### src/rtl/bus_irq_status.sv
module bus_irq_status #(
  parameter int NGEN   = 10,
  parameter int TA_POS = 14
) (
  input  logic            clk,
  input  logic            rst_n,
  input  logic [NGEN-1:0] evt_stb,
  input  logic            io_tgt_valid,
  input  logic [1:0]      io_addr_lo,
  input  logic [3:0]      io_be_n,
  input  logic [NGEN-1:0] src_en,
  input  logic            tabort_en,
  input  logic            cpu_wr,
  input  logic [31:0]     cpu_wdata,
  output logic [31:0]     cpu_rdata,
  output logic [31:0]     bus_rdata,
  output logic            irq
);

  localparam int NS = NGEN + 1;

  logic [NS-1:0] st_q, st_d, kept, clr, evt, pick, en_all;
  logic [3:0]    below_mask;
  logic          ta_evt;
  logic          unused_wdata;

  assign below_mask = (4'd1 << io_addr_lo) - 4'd1;
  assign ta_evt     = io_tgt_valid && |(~io_be_n & below_mask);

  assign evt    = {ta_evt, evt_stb};
  assign pick   = evt & (~evt + NS'(1));
  assign clr    = cpu_wr ? {cpu_wdata[TA_POS], cpu_wdata[NGEN-1:0]} : '0;
  assign kept   = st_q & ~clr;
  assign st_d   = (kept == '0) ? pick : kept;
  assign en_all = {tabort_en, src_en};

  assign unused_wdata = ^{cpu_wdata[31:TA_POS+1], cpu_wdata[TA_POS-1:NGEN]};

  always_ff @(posedge clk or negedge rst_n) begin
    if (!rst_n) begin
      st_q <= '0;
      irq  <= 1'b0;
    end else begin
      st_q <= st_d;
      irq  <= |(st_q & en_all);
    end
  end

  always_comb begin
    cpu_rdata = '0;
    cpu_rdata[NGEN-1:0] = st_q[NGEN-1:0];
    cpu_rdata[TA_POS]   = st_q[NS-1];
  end

  assign bus_rdata = cpu_rdata;


  single_cause_chk: assert property (@(posedge clk) disable iff (!rst_n)
    $onehot0(cpu_rdata));


  reserved_zero_chk: assert property (@(posedge clk) disable iff (!rst_n)
    cpu_rdata[31:TA_POS+1] == '0 && cpu_rdata[TA_POS-1:NGEN] == '0);


  hold_pending_chk: assert property (@(posedge clk) disable iff (!rst_n)
    (cpu_rdata != '0 && !cpu_wr) |=> $stable(cpu_rdata));


  capture_chk: assert property (@(posedge clk) disable iff (!rst_n)
    (cpu_rdata == '0 && evt_stb != '0) |=> cpu_rdata != '0);


  quiet_irq_chk: assert property (@(posedge clk) disable iff (!rst_n)
    (cpu_rdata == '0) |=> !irq);


  bus_view_chk: assert property (@(posedge clk) disable iff (!rst_n)
    bus_rdata == cpu_rdata);

endmodule

### config.mk
export PLATFORM = sky130hd
export DESIGN_NAME = bus_irq_status
export DESIGN_NICKNAME = d
export VERILOG_FILES = /design/src/rtl/bus_irq_status.sv
export SDC_FILE = /design/constraint.sdc
export NUM_CORES = 1
export LEC_CHECK = 0
export BUFFER_PORTS_ARGS = -buffer_cell sky130_fd_sc_hd__buf_2
export CAP_MARGIN = 10
export CORE_ASPECT_RATIO = 0.6
export CORE_MARGIN = 2
export CORE_UTILIZATION = 37
export DETAILED_ROUTE_END_ITERATION = 6
export PLACE_DENSITY = 0.82
export SLEW_MARGIN = 5
export SYNTH_ARGS = -nofsm -noshare
export SYNTH_HDL_FRONTEND = slang
export SYNTH_SLANG_ARGS = --single-unit
### constraint.sdc
create_clock -name clk -period 3.77 [get_ports clk]
set_input_delay 0.377 -clock clk [delete_from_list [all_inputs] [get_ports clk]]
set_output_delay 0.377 -clock clk [all_outputs]
set_load 0.03 [all_outputs]
; Word-level counts from Yosys, hierarchy flattened
; Cells that the tools add are included.
[word_totals]
ff_bits = 12
in_bits = 63
[classes]
n_addsub = 2
n_shift = 1
muxes = 2
bitwise_logic = 7
n_reduce_logical = 4
[op_table]
columns = operator, count
row1 = $and 11x11->11, 3
row2 = $mux 11, 2
row3 = $not 11->11, 2
row4 = $add 11x1->11 const B, 1
row5 = $logic_not 11->1, 1
row6 = $reduce_or 11->1, 1
row7 = $and 4x4->4, 1
row8 = $not 4->4, 1
row9 = $reduce_or 4->1, 1
row10 = $shl 1x2->4 const A, 1
row11 = $sub 4x1->4 const B, 1
row12 = $logic_and 1x1->1, 1

; Logic depth before layout (Yosys ltp)
; Gate-level depths: netlist (run 1).
[depth]
ltp_word = 9
depth_mapped = 5
ltp_nobuf = 4

; Worst setup path before layout (run 1)
; No wires, ideal clock.
[synth_path]
kind = flip-flop to flip-flop
from = reg st_q[3]
to = reg st_q[10]
arrival_time_ns = 1.806
t_required_ns = 3.678
slack_ns = 1.873
path_stages_with_launch = 6
period_less_slack_ns = 1.897
cell_sequence = dfrtp_1 > or4_1 > nor4_1 > o2111ai_1 > buf_4 > o31ai_2
[synth_via]
elab_chain_len = 3
[synth_lines]
columns = element, line_no
row1 = start: declaration, 22  ; logic [NS-1:0] st_q, st_d, kept, clr, evt, pick, en_all;
row2 = start signal: assignment, 44  ; st_q <= st_d;
row3 = $and 11x11->11, 33  ; assign kept = st_q & ~clr;
row4 = $logic_not 11->1, 34  ; assign st_d = (kept == '0) ? pick : kept;
row5 = $mux 11, 34
row6 = named net st_d[10], 22
; The timed path passes the listed nets, and every way through them passes these cells.

; Final worst setup path (run 1)
[layout_path]
from = reg st_q[4]
to = reg st_q[5]
; Same word-level chain as after synthesis.

==> reports/qor.yml, run 1 <==
synth:
  synth-adder-area-share: 0
  synth_mux_area_frac: 0
  yosys_warnings: 0
  synth_compound_area_frac: 0.192
  synth_area_leader_cell: "buf_4"
  synthDominantCellAreaShare: 0.347
  synthesis.area_mm2: 0.00117
  synth-simple-area-share: 0.171
  yosys-top-cells-area: "buf_4 (35%), dfrtp_1 (26%), nand2_1 (6.8%)"
  seq_area_frac_synth: 0.257
  synth.ff_latch_count: 12
  synth_cells: 140
  syn_avg_cell_area_um2: 8.34
  ys_types: 23
  synth_top_family_by_area: "buffers and inverters"
  synth_xor_area_frac: 0
power_and_ir_drop:
  p_clk_frac: 0.195
  sw_frac_of_total: 0.483
  p_comb_frac: 0.494
  p_switching_mw: 0.279
  leakage_nw: 0.758
  seqPwrFrac: 0.311
  internal_power_mw: 0.298
  ir_drop_mv: 0.144
  p_per_area_mw_per_mm2: 438
  p_total_mw: 0.577
drt:
  postRouteAntennaNets: 0
  drt-total-wl_um: 2720
  via_count: 1001
  vias_per_cell: 4.30
  drt_pre_antenna_iters: 4
  drc: 0
  drt-initial-drc-count: 51
  avgRoutedWirePerCell_um: 11.7
global_routing:
  grt_pass1_wl_um: 4010
  grt-ovfl-total: 0
  grt_pass1_vias: 816
  antenna_found_initial: 0
  grt.total_usage: 0.149
  grt_max_degree: 13
sta:
  worst_slew_pin_slew_ps: 1180
  relSlewSlack: 0.214
  setup_violations: 0
  hold_viol: 0
  timing.hold.ws_ps: 4.37
  finalWorstSetupSlack_ps: 1370
  fmax_mhz: 417
  report.final.slew_viol_count: 0
  setup_tns_ps: 0
  layout_min_cycle_time_ps: 2400
  skew_ps: 2.19
  fin_crit_sh: 0.637
  grt_setup_unrepaired: "no"
placed_design:
  numPortBuffers: 63
  dp_worst_setup_slack_ps: 1440
  place_congestion: 0.808
  hpwlAfterDp_um: 2290
  dpl_cell_area_mm2: 0.00128
  dp_cells: 230
die:
  coreArea_mm2: 0.00293
  die_w_um: 76.5
  initial_utilization: 0.399
  dieArea_mm2: 0.00364
  rows: 15
  die_h_um: 47.5
  io_pins: 128
clock_network:
  cts_buffers: 3
  clk_pin_slew_ps: 50
  clk_path_buf_depth: 2
  postCtsHoldBufs: 0
  root_buffer: "clkbuf_8"
  clock_sinks: 12
  htreeDepth: 1
  cts_tree: "done"
  clkLatencyLatePin_ps: 240
  cts_setup_buffers: 0
  cts_resized: 0
critical_path:
  cpPeakStageDelay_ps: 680
  cp_cell_sequence: "nor2b_1 -> a2111oi_0 -> o2111ai_1 -> o41ai_1"
  cp_top_family: "compound AO/OA/AOI/OAI gates"
  cp_num_buf_inv: 0
  cp_slowest_cell: "o2111ai_1"
  crit_fanout: 11
  required_ps: 3880
  start_kind: "register"
  crit_path_end_kind: "register"
  critPathKind: "register to register"
  crit_arrival_ps: 2510
layout:
  finalCoreUtilization: 0.450
  final_area_mm2: 0.00132
  nNetsFinal: 256
  fill_cells: 315
  final_cells: 233
  drive_gt1_frac: 0.377
  final_common_cell: "buf_2"
  multi_input_area_um2: 582
  syn_to_final_growth_pct: 12.9
  seq_area_um2: 300
  antenna_cells: 0
  final_cell_mix: "buf_2 (63), conb_1 (42), nand2_1 (21)"
worst_hold_path:
  hold_path_class: "input pin to asynchronous set/reset pin"
flow_run:
  maxCapViolations: 0
run_status:
  outcome: "finished clean"
power by group through the flow:
stage | Combinational [mW] | Clock [mW] | Sequential (mW)
2_1_floorplan | 0.227 | 0 | 0.217
3_3_place_gp | 0.282 | 0 | 0.180
3_5_place_dp | 0.283 | 0 | 0.180
4_1_cts | 0.284 | 0.115 | 0.178
5_1_grt | 0.302 | 0.122 | 0.183
6_report | 0.285 | 0.113 | 0.179
worst paths after layout:
check	start	end	slack, ps	depth (start not counted)
max	st_q[4]	st_q[5]	1370	4
min	rst_n	irq	4	1
max reg2reg	st_q[4]	st_q[5]	1370	4
min reg2reg	st_q[6]	st_q[6]	590	2
max in group asynchronous	rst_n	st_q[1]	3550	1
min in group clk	evt_stb[4]	st_q[5]	360	2
layer usage:
layer | vias up | track usage | routed length (um)
met5 | - | 0 | 0
met4 | 0 | 0.0327 | 0
met3 | 0 | 0.0642 | 288
met2 | 58 | 0.230 | 1190
met1 | 451 | 0.199 | 1240
li1 | 492 | - | -
synthesized netlist by cell type (all sizes together):
cell type	n
nand3	3
nor2b	7
nor3	1
a22o	2
conb	1
inv	7
nand2	21
nor4	1
a2111oi	2
clkbuf	2
dfrtp	12
buf	54
o2bb2ai	4
a222oi	2
a221oi	2
o2111ai	2
o31ai	6
a21boi	2
or4	3
nand3b	2
nor2	2
o41ai	1
nand2b	1
state kept, by name, summed over array words and instances (netlist names):
register,count
irq,1
st_q,11
cell type report:
| type | count | area share |
|---|---|---|
| multi-input cells | 106 | 0.442 |
| repair buffers | 63 | 0.239 |
| flip-flops and latches | 12 | 0.228 |
| well taps | 42 | 0.0399 |
| clock buffers | 3 | 0.0313 |
| inverters | 7 | 0.0199 |
logic make-up (layout without fill, tap and decap cells):
kind of cell           Yosys count  after routing
AO/OA/AOI/OAI                   23             23
buffers and inverters           63             73
flip-flops                      12             12
other                            1             42
AND/OR/NAND/NOR                 41             41
No activity file was read; power rests on OpenSTA's default activity.
==> run 2: changes to the inputs <==
--- a/config.mk
+++ b/config.mk
@@ -5,13 +5,14 @@
 export SDC_FILE = /design/constraint.sdc
 export NUM_CORES = 1
 export LEC_CHECK = 0
+export ABC_AREA = 1
 export BUFFER_PORTS_ARGS = -buffer_cell sky130_fd_sc_hd__buf_2
 export CAP_MARGIN = 10
 export CORE_ASPECT_RATIO = 0.6
 export CORE_MARGIN = 2
-export CORE_UTILIZATION = 37
+export CORE_UTILIZATION = 31
 export DETAILED_ROUTE_END_ITERATION = 6
-export PLACE_DENSITY = 0.82
+export PLACE_DENSITY = 0.73
 export SLEW_MARGIN = 5
 export SYNTH_ARGS = -nofsm -noshare
 export SYNTH_HDL_FRONTEND = slang
==> constraint.sdc (replaced) <==
create_clock -name clk -period 2.1 [get_ports clk]
set_input_delay 0.21 -clock clk [delete_from_list [all_inputs] [get_ports clk]]
set_output_delay 0.21 -clock clk [all_outputs]
set_load 0.03 [all_outputs]
==> run 2 against run 1 <==
Effect of this change:
- first-iteration DRC count shrank 20%
- synthesized area fell by 1.7%
- worst hold slack improved by 190 ps
- register-to-register slack got worse by 630 ps
- critical path depth grew 2
- worst setup slack got worse by 630 ps
- sequential cell count did not move
- via count grew 0.30%
- global-route usage down 3.0 points
- largest power group unchanged
==> reports/qor.yml, run 2 <==
critical_path:
  crit_fanout: 11
  crit_arrival_ps: 1550
  r2r_slack_ps: 740
  start_kind: "register"
  crit_path_end_kind: "register"
  required_ps: 2280
  critPathKind: "register to register"
clock_network:
  cts_resized: 0
  cts_tree: "done"
  clock_sinks: 12
  root_buffer: "clkbuf_8"
  clk_path_buf_depth: 2
  postCtsHoldBufs: 1
  htreeDepth: 1
  cts_buffers: 3
  clk_pin_slew_ps: 50
  clkLatencyLatePin_ps: 240
  cts_setup_buffers: 0
synth:
  synthDominantCellAreaShare: 0.347
  yosys-top-cells-area: "buf_4 (35%), dfrtp_1 (26%), nand2_1 (19%)"
  synth-main-ff-cell: "dfrtp_1"
  seq_area_frac_synth: 0.262
  ys_types: 15
  syn_avg_cell_area_um2: 6.79
  synthTopCellsByCount: "nand2_1 (58), buf_4 (53), nor2_1 (14), dfrtp_1 (12), inv_1 (10)"
  synth_cells: 169
  synth_area_leader_cell: "buf_4"
  synth_most_common_cell: "nand2_1"
  synthArstFlopShare: 1.00
  synthesis.area_mm2: 0.00115
  synth.ff_latch_count: 12
  yosys_warnings: 0
  synth_edf_count: 0
sta:
  fmax_mhz: 733
  timing.hold.ws_ps: 199
  setup_violations: 0
  hold_viol: 0
  setup_tns_ps: 0
  layout_min_cycle_time_ps: 1360
  fin_crit_sh: 0.649
  report.final.slew_viol_count: 0
  skew_ps: 1.85
  grt_setup_unrepaired: "no"
drt:
  vias_per_cell: 3.72
  drt-initial-drc-count: 41
  drt-total-wl_um: 2590
  postRouteAntennaNets: 0
  avgRoutedWirePerCell_um: 9.60
  drt_pre_antenna_iters: 4
  via_count: 1004
  drc: 0
worst_hold_path:
  hold_path_class: "input pin to register"
global_routing:
  grt.total_usage: 0.119
  antenna_found_initial: 0
  grt_pass1_vias: 845
  grt-ovfl-total: 0
  grt_pass1_wl_um: 3670
  grt_max_degree: 13
layout:
  largest_reg_flops: 11
  nNetsFinal: 287
  final_cell_mix: "buf_2 (63), nand2_1 (58), conb_1 (42)"
  syn_to_final_growth_pct: 15.0
  antenna_cells: 0
  final_area_mm2: 0.00132
  reg_top3: "st_q (11), irq (1)"
  final_common_cell: "buf_2"
  drive_gt1_frac: 0.314
  fill_cells: 416
  largest_register: "st_q"
die:
  die_w_um: 82.5
  io_pins: 128
  rows: 17
  dieArea_mm2: 0.00422
  die_h_um: 51.1
  initial_utilization: 0.317
  coreArea_mm2: 0.00362
power_and_ir_drop:
  p_comb_frac: 0.483
  p_switching_mw: 0.510
  p_per_area_mw_per_mm2: 815
  ir_drop_mv: 0.531
  leakage_nw: 0.864
  sw_frac_of_total: 0.474
  p_clk_frac: 0.234
  seqPwrFrac: 0.284
  internal_power_mw: 0.566
placed_design:
  hpwlAfterDp_um: 2200
  place_congestion: 0.796
  dpl_cell_area_mm2: 0.00125
  numPortBuffers: 63
flow_run:
  maxCapViolations: 0
run_status:
  outcome: "finished clean"
==> run 2: cell count changes in the layout (fill, tap and decap cells not counted), moves of 3 or more <==
cell	change
inv_1	+3
nand2_1	+37
nand4_1	+7
nor2_1	+12
nor2b_1	-7
o2bb2ai_1	-4
o31ai_2	-6
or4_1	-3
==> run 2: stage by stage <==
step / worst slack (ps) / total power [mW] / std cells / util
finish: 736 / 1.08 / 270 / 0.365
global route: 552 / 1.15 / 270 / 0.365
CTS: 759 / 1.08 / 270 / 0.365
detailed placement: 665 / 0.827 / 265 / 0.347
global placement: 678 / 0.823 / 265 / 0.347
floorplan: 820 / 0.812 / 210 / -
==> run 2: per-layer routing <==
metal | share of wire | GRT usage | up-vias | wire length (um)
met5 | 0 | 0 | - | 0
met4 | 0.013 | 0.0546 | 0 | 34
met3 | 0.11 | 0.0318 | 5 | 291
met2 | 0.39 | 0.169 | 63 | 1020
met1 | 0.48 | 0.165 | 405 | 1250
li1 | - | - | 531 | -
==> run 2: cell type report <==
| cell class | count | area [um2] | area share |
|---|---|---|---|
| Timing Repair Buffer | 64 | 325 | 0.246 |
| Sequential cell | 12 | 300 | 0.227 |
| Inverter | 10 | 37.5 | 0.0284 |
| Clock buffer | 4 | 55.1 | 0.0417 |
| Multi-Input combinational cell | 133 | 543 | 0.411 |
| Tap cell | 47 | 58.8 | 0.0445 |
==> run 2: power by group through the flow <==
stage / registers (mW) / clock network (mW) / logic [mW]
after floorplan: 0.391 / 0 / 0.421
after global placement: 0.310 / 0 / 0.513
after detailed placement: 0.310 / 0 / 0.517
after CTS: 0.307 / 0.255 / 0.519
after global routing: 0.314 / 0.270 / 0.569
final: 0.305 / 0.251 / 0.519
==> run 2: logic make-up after synthesis <==
logic type             Yosys count  share of synthesized area
flip-flops                      12                      0.262
buffers and inverters           65                      0.399
AO/OA/AOI/OAI                    2                     0.0131
other                            1                    0.00327
AND/OR/NAND/NOR                 89                      0.323
==> run 2: path summary, 6_finish.rpt <==
path,cells after the start,from,endpoint
worst max-delay path,6,st_q[1],st_q[5]
worst min-delay path,3,src_en[1],irq
worst max register to register,6,st_q[1],st_q[5]
worst min register to register,2,st_q[1],irq
max in group asynchronous,2,rst_n,st_q[1]
min in group asynchronous,2,rst_n,st_q[7]
==> run 2: critical path, stage by stage (launching register included) <==
cell      delay [ps]
dfrtp_1          400
a21boi_0         150
nor2_1           150
nand2_1           80
nor2_2           310
nand2_1          130
nand2_1           80
==> run 3: changes to the inputs <==
--- a/config.mk
+++ b/config.mk
@@ -5,14 +5,14 @@
 export SDC_FILE = /design/constraint.sdc
 export NUM_CORES = 1
 export LEC_CHECK = 0
-export ABC_AREA = 1
+export ABC_AREA = 0
 export BUFFER_PORTS_ARGS = -buffer_cell sky130_fd_sc_hd__buf_2
 export CAP_MARGIN = 10
 export CORE_ASPECT_RATIO = 0.6
 export CORE_MARGIN = 2
-export CORE_UTILIZATION = 31
+export CORE_UTILIZATION = 34
 export DETAILED_ROUTE_END_ITERATION = 6
-export PLACE_DENSITY = 0.73
+export PLACE_DENSITY = 0.76
 export SLEW_MARGIN = 5
 export SYNTH_ARGS = -nofsm -noshare
 export SYNTH_HDL_FRONTEND = slang
==> constraint.sdc (replaced) <==
create_clock -name clk -period 1.3 [get_ports clk]
set_input_delay 0.13 -clock clk [delete_from_list [all_inputs] [get_ports clk]]
set_output_delay 0.13 -clock clk [all_outputs]
set_load 0.03 [all_outputs]
==> run 3 against run 2 <==
Effect of this change:
- the run now ends with negative setup slack left
- clock skew is 1.1 ps lower
- clock power increased by 59%
- global-route usage is 3.1 points higher
- combinational power grew 130%
- sequential cell count is the same
- core utilization is 14 points higher
- worst setup slack got worse by 1300 ps
- wire length up 25%
==> reports/qor.yml, run 3 (synthesis results as in run 1) <==
sta:
  worst_slew_pin_slew_ps: 511
  relSlewSlack: 0.658
  fin_crit_sh: 1.43
  skew_ps: 0.704
  hold_viol: 0
  grt_setup_unrepaired: "yes"
  layout_min_cycle_time_ps: 1870
  report.final.slew_viol_count: 0
  fmax_mhz: 536
  setup_violations: 11
  finalWorstSetupSlack_ps: -565
clock_network:
  root_buffer: "clkbuf_8"
  clk_path_buf_depth: 2
  clock_sinks: 12
  clk_pin_slew_ps: 50
  htreeDepth: 1
  cts_tree: "done"
  clkLatencyLatePin_ps: 240
  cts_buffers: 3
flow_run:
  maxCapViolations: 0
critical_path:
  critPathKind: "register to register"
  cp-startpoint: "st_q[4]"
  crit_arrival_ps: 2000
  reg2regPathDepth: 5
  crit_fanout: 7
  cp.depth: 5
  r2r_slack_ps: -570
  cp_slowest_cell: "or4_4"
  cp_cell_sequence: "or4_4 -> nor4_4 -> o2111ai_2 -> buf_6 -> o41ai_2"
  cp-endpoint: "st_q[5]"
  crit_path_end_kind: "register"
  reg2reg_from: "st_q[4]"
  r2r-end: "st_q[5]"
  cp_num_buf_inv: 1
  start_kind: "register"
  required_ps: 1430
  cp_top_family: "simple AND/OR/NAND/NOR gates"
  cpPeakStageDelay_ps: 530
layout:
  largest_reg_flops: 11
  drive_gt1_frac: 0.523
  syn_to_final_growth_pct: 40.9
  reg_top3: "st_q (11), irq (1)"
  finalCoreUtilization: 0.504
  largest_register: "st_q"
  final_cell_mix: "buf_2 (63), conb_1 (42), buf_4 (24)"
  antenna_cells: 0
  nNetsFinal: 284
  final_common_cell: "buf_2"
  final_area_mm2: 0.00165
drt:
  vias_per_cell: 4.24
  drc: 0
  via_count: 1124
  avgRoutedWirePerCell_um: 12.2
  drt_pre_antenna_iters: 4
  drt-total-wl_um: 3230
  drt-initial-drc-count: 48
  postRouteAntennaNets: 0
die:
  die_w_um: 79.6
  initial_utilization: 0.358
  die_h_um: 49.4
  dieArea_mm2: 0.00393
  rows: 16
  coreArea_mm2: 0.00326
  io_pins: 128
global_routing:
  grt_pass1_wl_um: 4510
  grt.total_usage: 0.150
  grt_pass1_vias: 970
  grt_max_degree: 13
  grt-ovfl-total: 0
  antenna_found_initial: 0
power_and_ir_drop:
  p_per_area_mw_per_mm2: 1260
  ir_drop_mv: 0.661
  leakage_nw: 0.924
placed_design:
  hpwlAfterDp_um: 2620
  numPortBuffers: 63
  place_congestion: 0.839
  dpl_cell_area_mm2: 0.00148
run_status:
  failed_checks: "negative setup slack"
  outcome: "finished, violations left"
worst_hold_path:
  hold_path_class: "input pin to register"
==> run 3: cell types whose count changed in the layout (fill, tap and decap cells not counted), sizes merged, moves of 6 or more <==
cell and delta:
o31ai +6, nand2 -39, nand4 -7, nor2 -13, nor2b +7, buf +27
==> run 3: worst reg2reg max path, cell delays in order (launching register included) <==
cell and delay [ps]:
dfrtp_2 430, or4_4 530, nor4_4 220, o2111ai_2 170, buf_6 200, o41ai_2 200
==> run 3: area by class of cell <==
cell class                 count  area (um2)
inverter                       7        26.3
fill                         312        1620
tap                           45        56.3
sequential                    12         307
clock buffer                   4        55.1
timing repair buffer          91         539
multi-input combinational    106         662
==> run 3: worst min-delay path by stage <==
stage	from	to	cells after the start
after floorplan	rst_n	irq	0
after global placement	rst_n	irq	1
after detailed placement	rst_n	irq	1
after CTS	evt_stb[4]	st_q[5]	2
after global routing	evt_stb[4]	st_q[5]	2
final	evt_stb[4]	st_q[5]	2
==> run 3: repair_timing <==
| item | 4_1_cts | 5_1_grt |
|---|---|---|
| buffers inserted | 0 | 2 |
| resized for setup | 6 | 10 |
| hold endpoints to repair | 12 | 0 |
| gates cloned | 0 | 0 |
| pin swaps | 5 | 6 |
| setup endpoints to repair | 12 | 12 |
| hold buffers | 1 | 0 |
==> run 3: power breakdown <==
| group | internal, mW | total [mW] | switching, mW |
|---|---|---|---|
| logic | 0.436 | 1.20 | 0.760 |
| clock network | 0.267 | 0.400 | 0.133 |
| registers | 0.441 | 0.478 | 0.0373 |
| total | 1.14 | 2.07 | 0.930 |
==> run 3: per-layer routing <==
layer,vias to the layer above,part of all wire,global-route usage
li1,543,-,-
met1,520,0.45,0.211
met2,59,0.45,0.227
met3,2,0.097,0.0593
met4,0,0.0025,0.00862
met5,-,0,0
==> run 3: stage by stage <==
| stage | hold WS (ps) | cells | setup slack, ps | setup TNS [ps] | power (mW) |
|---|---|---|---|---|---|
| final | 110 | 265 | -565 | -5600 | 2.07 |
| after global routing | 106 | 265 | -623 | -6280 | 2.18 |
| after CTS | 106 | 264 | -534 | -5130 | 1.98 |
| after detailed placement | 25.0 | 259 | -589 | -5370 | 1.52 |
| after global placement | 22.3 | 259 | -559 | -5200 | 1.52 |
| after floorplan | -166 | 181 | -537 | -5590 | 1.29 |
